[config.mk]
export PLATFORM = sky130hd
export DESIGN_NAME = capdma_chan_regs
export DESIGN_NICKNAME = d
export VERILOG_FILES = /design/src/rtl/capdma_regs_pkg.sv /design/src/rtl/capdma_addr_dec.sv /design/src/rtl/capdma_chan.sv /design/src/rtl/capdma_chan_regs.sv
export SDC_FILE = /design/constraint.sdc
export NUM_CORES = 2
export LEC_CHECK = 0
export BUFFER_PORTS_ARGS = -buffer_cell sky130_fd_sc_hd__clkbuf_2
export CAP_MARGIN = 20
export CELL_PAD_IN_SITES_DETAIL_PLACEMENT = 1
export CELL_PAD_IN_SITES_GLOBAL_PLACEMENT = 2
export CORE_ASPECT_RATIO = 1.5
export CORE_MARGIN = 2
export CORE_UTILIZATION = 43
export DETAILED_ROUTE_END_ITERATION = 12
export PLACE_DENSITY_LB_ADDON = 0.1
export SLEW_MARGIN = 20
export SYNTH_ARGS = -nofsm -noshare
export SYNTH_HDL_FRONTEND = slang
export SYNTH_SLANG_ARGS = --single-unit
[constraint.sdc]
create_clock -name clk -period 5.9 [get_ports clk]
set_input_delay 0 -clock clk [delete_from_list [all_inputs] [get_ports clk]]
set_output_delay 0 -clock clk [all_outputs]
set_load 0.01 [all_outputs]
[src/rtl/capdma_regs_pkg.sv]
package capdma_regs_pkg;
  localparam int REG_W    = 32;
  localparam int UNIT_SH  = 4;
  localparam int SCALED_W = REG_W + UNIT_SH;
  localparam int FULL_AW  = 2 * REG_W + UNIT_SH;
  localparam int CH_STEP  = 64;
  localparam int CH_BASE  = 'h28;

  // control word fields
  localparam int CB_EN     = 0;
  localparam int CB_MODE_L = 1;
  localparam int CB_MODE_H = 2;
  localparam int CB_FORCE  = 3;
  localparam int CB_AUTO   = 4;

  typedef enum logic [2:0] {
    SEL_CTRL, SEL_ALO, SEL_STRIDE, SEL_LEN, SEL_AHI, SEL_FSIZE, SEL_COMP, SEL_NONE
  } reg_sel_e;

  function automatic logic [FULL_AW-1:0] units_to_addr(
    input logic [REG_W-1:0] hi, input logic [REG_W-1:0] lo);
    return {hi, lo, {UNIT_SH{1'b0}}};
  endfunction

  function automatic logic [SCALED_W-1:0] units_to_bytes(input logic [REG_W-1:0] v);
    return {v, {UNIT_SH{1'b0}}};
  endfunction

  function automatic logic [1:0] eff_mode(
    input logic [REG_W-1:0] ctrl, input logic [REG_W-1:0] fsize);
    return (fsize == '0) ? 2'd0 : ctrl[CB_MODE_H:CB_MODE_L];
  endfunction

  // word index inside a channel window -> register select
  function automatic reg_sel_e word_to_sel(input logic [3:0] w);
    case (w)
      4'd0:    return SEL_CTRL;
      4'd1:    return SEL_ALO;
      4'd2:    return SEL_STRIDE;
      4'd3:    return SEL_LEN;
      4'd5:    return SEL_AHI;
      4'd6:    return SEL_FSIZE;
      4'd7:    return SEL_COMP;
      default: return SEL_NONE;
    endcase
  endfunction
endpackage

[src/rtl/capdma_addr_dec.sv]
module capdma_addr_dec
  import capdma_regs_pkg::*;
#(
  parameter int NCH = 4,
  parameter int AW  = 9,
  localparam int CH_W = (NCH > 1) ? $clog2(NCH) : 1
) (
  input  logic [AW-1:0]   addr,
  output logic            hit,
  output logic [CH_W-1:0] ch,
  output reg_sel_e        sel
);
  logic [AW-1:0] rel;
  logic          in_win;
  reg_sel_e      wsel;

  always_comb begin
    rel    = addr - AW'(CH_BASE);
    in_win = (addr >= AW'(CH_BASE)) && (rel < AW'(NCH * CH_STEP)) && (addr[1:0] == 2'b00);
    wsel   = word_to_sel(rel[5:2]);
    hit    = in_win && (wsel != SEL_NONE);
    sel    = hit ? wsel : SEL_NONE;
    ch     = hit ? rel[CH_W+5:6] : '0;
  end
endmodule

[src/rtl/capdma_chan.sv]
module capdma_chan
  import capdma_regs_pkg::*;
#(
  parameter int ADDR_W = 40
) (
  input  logic                clk,
  input  logic                rst_n,
  input  logic                wr_en,
  input  reg_sel_e            sel,
  input  logic [REG_W-1:0]    wdata,
  input  logic                frame_start,
  input  logic                frame_end,
  output logic [REG_W-1:0]    rd_data,
  output logic                pending,
  output logic                armed,
  output logic [ADDR_W-1:0]   act_base,
  output logic [SCALED_W-1:0] act_stride,
  output logic [SCALED_W-1:0] act_len,
  output logic [REG_W-1:0]    act_ctrl,
  output logic [1:0]          act_mode,
  output logic [REG_W-1:0]    frame_size,
  output logic [REG_W-1:0]    comp_ctrl
);
  logic [REG_W-1:0] stg_ctrl, stg_lo, stg_hi, stg_stride, stg_len;
  logic [REG_W-1:0] a_ctrl, a_lo, a_hi, a_stride, a_len;
  logic [REG_W-1:0] fsize_q, comp_q;
  logic             pending_q, armed_q;

  // named internal events
  logic wr_commit;
  logic take;
  logic idle_end;
  logic [FULL_AW-1:0] full_addr;

  assign wr_commit = wr_en && (sel == SEL_ALO);
  assign take      = pending_q && (stg_ctrl[CB_FORCE] || frame_start ||
                                   (frame_end && a_ctrl[CB_AUTO]));
  assign idle_end  = frame_end && !take;

  // staging copy and single-copy registers
  always_ff @(posedge clk or negedge rst_n) begin
    if (!rst_n) begin
      stg_ctrl <= '0; stg_lo <= '0; stg_hi <= '0; stg_stride <= '0; stg_len <= '0;
      fsize_q  <= '0; comp_q <= '0;
    end else if (wr_en) begin
      case (sel)
        SEL_CTRL:   stg_ctrl   <= wdata;
        SEL_ALO:    stg_lo     <= wdata;
        SEL_STRIDE: stg_stride <= wdata;
        SEL_LEN:    stg_len    <= wdata;
        SEL_AHI:    stg_hi     <= wdata;
        SEL_FSIZE:  fsize_q    <= wdata;
        SEL_COMP:   comp_q     <= wdata;
        default:    ;
      endcase
    end
  end

  // active copy, loaded as a whole on take
  always_ff @(posedge clk or negedge rst_n) begin
    if (!rst_n) begin
      a_ctrl <= '0; a_lo <= '0; a_hi <= '0; a_stride <= '0; a_len <= '0;
    end else if (take) begin
      a_ctrl   <= stg_ctrl;
      a_lo     <= stg_lo;
      a_hi     <= stg_hi;
      a_stride <= stg_stride;
      a_len    <= stg_len;
    end
  end

  always_ff @(posedge clk or negedge rst_n) begin
    if (!rst_n) begin
      pending_q <= 1'b0;
      armed_q   <= 1'b0;
    end else begin
      if (wr_commit)  pending_q <= 1'b1;
      else if (take)  pending_q <= 1'b0;
      if (take)          armed_q <= stg_ctrl[CB_EN];
      else if (idle_end) armed_q <= 1'b0;
    end
  end

  always_comb begin
    case (sel)
      SEL_CTRL:   rd_data = stg_ctrl;
      SEL_ALO:    rd_data = stg_lo;
      SEL_STRIDE: rd_data = stg_stride;
      SEL_LEN:    rd_data = stg_len;
      SEL_AHI:    rd_data = stg_hi;
      SEL_FSIZE:  rd_data = fsize_q;
      SEL_COMP:   rd_data = comp_q;
      default:    rd_data = '0;
    endcase
  end

  assign full_addr  = units_to_addr(a_hi, a_lo);
  assign act_base   = full_addr[ADDR_W-1:0];
  assign act_stride = units_to_bytes(a_stride);
  assign act_len    = units_to_bytes(a_len);
  assign act_ctrl   = a_ctrl;
  assign act_mode   = eff_mode(a_ctrl, fsize_q);
  assign frame_size = fsize_q;
  assign comp_ctrl  = comp_q;
  assign pending    = pending_q;
  assign armed      = armed_q;

  AST_COMMIT_PENDS: assert property (@(posedge clk) disable iff (!rst_n)
    wr_commit |=> pending);
  AST_ACTIVE_HOLDS: assert property (@(posedge clk) disable iff (!rst_n)
    !take |=> $stable(act_base) && $stable(act_ctrl));
  AST_START_TAKES: assert property (@(posedge clk) disable iff (!rst_n)
    pending && frame_start && !wr_commit |=> !pending);
  AST_FORCE_TAKES: assert property (@(posedge clk) disable iff (!rst_n)
    pending && stg_ctrl[CB_FORCE] && !wr_commit |=> !pending);
  AST_ARM_FOLLOWS_EN: assert property (@(posedge clk) disable iff (!rst_n)
    take |=> armed == $past(stg_ctrl[CB_EN]));
  AST_IDLE_END_DISARMS: assert property (@(posedge clk) disable iff (!rst_n)
    idle_end |=> !armed && $stable(act_base));
  AST_OVERLAP_KEEPS: assert property (@(posedge clk) disable iff (!rst_n)
    take && wr_commit |=> pending);
endmodule

[src/rtl/capdma_chan_regs.sv]
module capdma_chan_regs
  import capdma_regs_pkg::*;
#(
  parameter int NCH    = 4,
  parameter int AW     = 9,
  parameter int ADDR_W = 40
) (
  input  logic                    clk,
  input  logic                    rst_n,
  input  logic                    bus_wr,
  input  logic [AW-1:0]           bus_addr,
  input  logic [31:0]             bus_wdata,
  output logic [31:0]             bus_rdata,
  input  logic [NCH-1:0]          frame_start,
  input  logic [NCH-1:0]          frame_end,
  output logic [NCH-1:0]          ch_pending,
  output logic [NCH-1:0]          ch_armed,
  output logic [NCH*ADDR_W-1:0]   act_base,
  output logic [NCH*36-1:0]       act_stride,
  output logic [NCH*36-1:0]       act_len,
  output logic [NCH*32-1:0]       act_ctrl,
  output logic [NCH*2-1:0]        act_mode,
  output logic [NCH*32-1:0]       frame_size,
  output logic [NCH*32-1:0]       comp_ctrl
);
  localparam int CH_W = (NCH > 1) ? $clog2(NCH) : 1;

  logic            hit;
  logic [CH_W-1:0] dec_ch;
  reg_sel_e        dec_sel;
  logic [REG_W-1:0] rd_arr [NCH];

  capdma_addr_dec #(.NCH(NCH), .AW(AW)) u_dec (
    .addr(bus_addr), .hit(hit), .ch(dec_ch), .sel(dec_sel)
  );

  for (genvar c = 0; c < NCH; c++) begin : g_ch
    logic ch_wr;
    assign ch_wr = bus_wr && hit && (dec_ch == CH_W'(c));

    capdma_chan #(.ADDR_W(ADDR_W)) u_chan (
      .clk        (clk),
      .rst_n      (rst_n),
      .wr_en      (ch_wr),
      .sel        (dec_sel),
      .wdata      (bus_wdata),
      .frame_start(frame_start[c]),
      .frame_end  (frame_end[c]),
      .rd_data    (rd_arr[c]),
      .pending    (ch_pending[c]),
      .armed      (ch_armed[c]),
      .act_base   (act_base[c*ADDR_W +: ADDR_W]),
      .act_stride (act_stride[c*SCALED_W +: SCALED_W]),
      .act_len    (act_len[c*SCALED_W +: SCALED_W]),
      .act_ctrl   (act_ctrl[c*REG_W +: REG_W]),
      .act_mode   (act_mode[c*2 +: 2]),
      .frame_size (frame_size[c*REG_W +: REG_W]),
      .comp_ctrl  (comp_ctrl[c*REG_W +: REG_W])
    );
  end

  assign bus_rdata = hit ? rd_arr[dec_ch] : '0;

  AST_MISS_READS_ZERO: assert property (@(posedge clk) disable iff (!rst_n)
    !hit |-> bus_rdata == '0);
endmodule

==> run summary <==
status - completed
CP max stage delay - 0.74 ns
sequential area share after synthesis - 57.24%
fin. max-slew vios - 0
Synth-to-Final Area Change - 17.73%
placed inst area - 68600 µm²
top cells by area, synth - dfrtp_1 (57%), mux2_2 (23%), nand2_1 (2.5%)
Synth Warn # - 0
total I/O pin count - 932
final period utilization - 66.51%
FF+latch count, synth - 1432
Num CTS Buffers - 145
Post-synth EDFFs - 0
final hold violation count - 0
final net count - 5349
commonest non-fill, non-tap cell in the layout - dfrtp_1
largest net degree at the start of global routing - 174
routed wl met3 - 17.00 mm
met2 wire len - 111.4 mm
CP required - 5.90 ns
Chip Width - 315.6 µm
H-tree levels - 4
layout cell share with drive strength beyond 1 - 48.80%
first-pass GRT wire length - 341.5 mm
post-CTS setup buffer count - 0
via/cell ratio - 5.843
DP HPWL - 166.1 mm
Max Root-Sink Buffers - 3
CTS Sinks - 1432
CP max stage cell - buf_4
Initial Util - 43.29%
Residual DRC - 0
RSZ-0062 raised after global routing - false
WL/cell - 32.82 µm
WL met1 - 105.6 mm
Yosys cell types - 65
total number of vias - 42750
gr ovfl total - 0
critical path class - input pin to primary output
Layout fillers - 14680
clock root cell - clkbuf_16
FMAX - 254.8 MHz
Max transition margin - 32.14%
footprint of the multi-input gates - 25060 µm²
Synth Instances - 4572
full die area - 148700 µm²
Seq. cell area - 35830 µm²
DR top layer - met5
Tot GR Track Use - 32.04%
Setup violations, final - 0
crit path launch type - input pin
final setup margin - 1.976 ns
die height - 471.3 µm
Post-Syn Area - 62610 µm²
CP cell instances - buf_8 -> buf_4 -> buf_12 -> mux2i_1 -> o22ai_1 -> o211ai_1 -> nand4_1 -> clkbuf_2
Cell Rows - 171
remaining antenna violation count - 0
total iterations of the first detailed-routing run - 6
pwr dens - 285.1 nW/µm²
Setup TNS - 0 ns
Placeable Area - 144600 µm²
Max-cap violations - 0
top cell type's share of synthesized area - 57.24%
asr flop ratio synth - 100.0%
DRT iter0 DRCs - 3211
number of global-route vias before repair - 44280
Main synth FF type - dfrtp_1
Worst Path Arrival - 3.92 ns
CP endpoint kind - primary output
# port buffers - 883
Mean Syn Cell Area - 13.69 µm²
Final Critical Period - 3.924 ns
WP buf/inv - 4
largest area contributor in the netlist - dfrtp_1
CTS clock-pin slew for the worst setup and hold paths - 0.07 ns
Post-CTS Hold Buffers - 26
worst slack at placement - 1.530 ns
final wirelength - 240.1 mm
CTS tree - built
Slew @ Worst Pin - 1.010 ns
worst-path fanout max - 107
initial antenna violation count - 10
Pleak - 38.81 nW
commonest non-fill, non-tap cells in the layout - dfrtp_1 (1432), mux2_2 (1302), clkbuf_2 (880), nand2_1 (411), clkbuf_16 (150)
final instance area - 73710 µm²
Final Wtd Congestion - 0.8320
Worst-Skew Late Latency - 0.81 ns
Min-Delay Path Class - input pin to register
Clock Skew - 0.04150 ns
Top delay family on crit path - buffers and inverters
Max IR drop VDD - 0.0002719 V
cts repair resizes - 0
==> metal layers <==
| layer | global-route usage (%) | vias to the layer above |
|---|---|---|
| met5 | 0 | - |
| met4 | 8.375 | 2 |
| met3 | 7.447 | 242 |
| met2 | 49.94 | 1555 |
| met1 | 44.99 | 23160 |
| li1 | - | 17790 |
==> logic make-up (layout without fill, tap and decap cells) <==
logic type / after synthesis / in the layout / synth area share, %
multiplexers: 1611 / 1611 / 29.92
flip-flops: 1432 / 1432 / 57.24
AND/OR/NAND/NOR: 748 / 748 / 5.730
buffers and inverters: 471 / 1254 / 3.429
AO/OA/AOI/OAI: 305 / 305 / 3.611
adder cells (fa/ha/maj): 2 / 2 / 0.03996
XOR/XNOR: 2 / 2 / 0.02798
other: 1 / 59 / 0.005990
==> report_power, final <==
group          switching (W)  internal, W
Clock                0.00401      0.00545
Sequential          0.000183       0.0100
Combinational       0.000944     0.000407
Total                0.00514       0.0159
==> final timing paths <==
check / start / endpoint / slack (ns) / cells after the start
setup / recovery: bus_addr[2] / bus_rdata[11] / 1.98 / 8
hold / removal: bus_wdata[5] / g_ch[3].u_chan.stg_stride[5] / 0.08 / 2
setup reg to reg: g_ch[0].u_chan.act_ctrl[4] / g_ch[0].u_chan.a_stride[19] / 2.90 / 4
hold reg to reg: g_ch[2].u_chan.act_ctrl[24] / g_ch[2].u_chan.act_ctrl[24] / 0.47 / 2
max in group asynchronous: rst_n / g_ch[2].u_chan.a_stride[20] / 4.10 / 5
min in group asynchronous: rst_n / g_ch[0].u_chan.stg_ctrl[27] / 0.50 / 4
==> registers in the layout, summed over array words and instances, names as in the netlist <==
signal                  flops
g_ch.u_chan.a_hi           16
g_ch.u_chan.a_len         128
g_ch.u_chan.a_lo          128
g_ch.u_chan.a_stride      128
g_ch.u_chan.act_ctrl      128
g_ch.u_chan.armed           4
g_ch.u_chan.comp_ctrl     128
g_ch.u_chan.frame_size    128
g_ch.u_chan.pending         4
g_ch.u_chan.stg_ctrl      128
g_ch.u_chan.stg_hi        128
g_ch.u_chan.stg_len       128
g_ch.u_chan.stg_lo        128
g_ch.u_chan.stg_stride    128
==> cell usage after synthesis (6+ instances only) <==
cell / instances
mux2i_1: 140
mux2_2: 1302
inv_1: 7
mux2_1: 81
a221oi_1: 51
nor2_1: 92
mux4_2: 58
dfrtp_1: 1432
a222oi_1: 8
buf_4: 56
buf_1: 80
o211ai_1: 32
buf_6: 6
nand4_1: 43
nand2b_1: 7
buf_2: 99
nand3_1: 13
or3_1: 17
mux2_4: 30
o21ai_0: 13
a22oi_1: 30
nor2b_1: 15
a21oi_1: 36
nor4_1: 33
nor3_1: 8
o22ai_1: 66
clkbuf_1: 223
nand2_1: 413
or4_1: 77
a22o_1: 37
==> layout make-up <==
class | instances | area share [%]
timing repair buffer | 993 | 7.574
inverter | 7 | 0.03904
sequential | 1432 | 48.62
clock inverter | 37 | 0.5840
tap | 1903 | 3.230
antenna | 11 | 0.03735
multi-input combinational | 2716 | 33.99
clock buffer | 217 | 5.923
==> metrics by stage <==
step	utilization (%)	std cells	hold WS (ns)	total power (W)
finish	50.96	7316	0.07524	0.02101
global route	50.95	7308	0.04888	0.02165
CTS	50.94	7305	0.009704	0.02120
detailed placement	47.43	7025	-0.003347	0.01172
global placement	47.40	7023	-0.003006	0.01169
floorplan	-	4619	-0.2956	0.01097
Power figures use the tool's default switching activity.
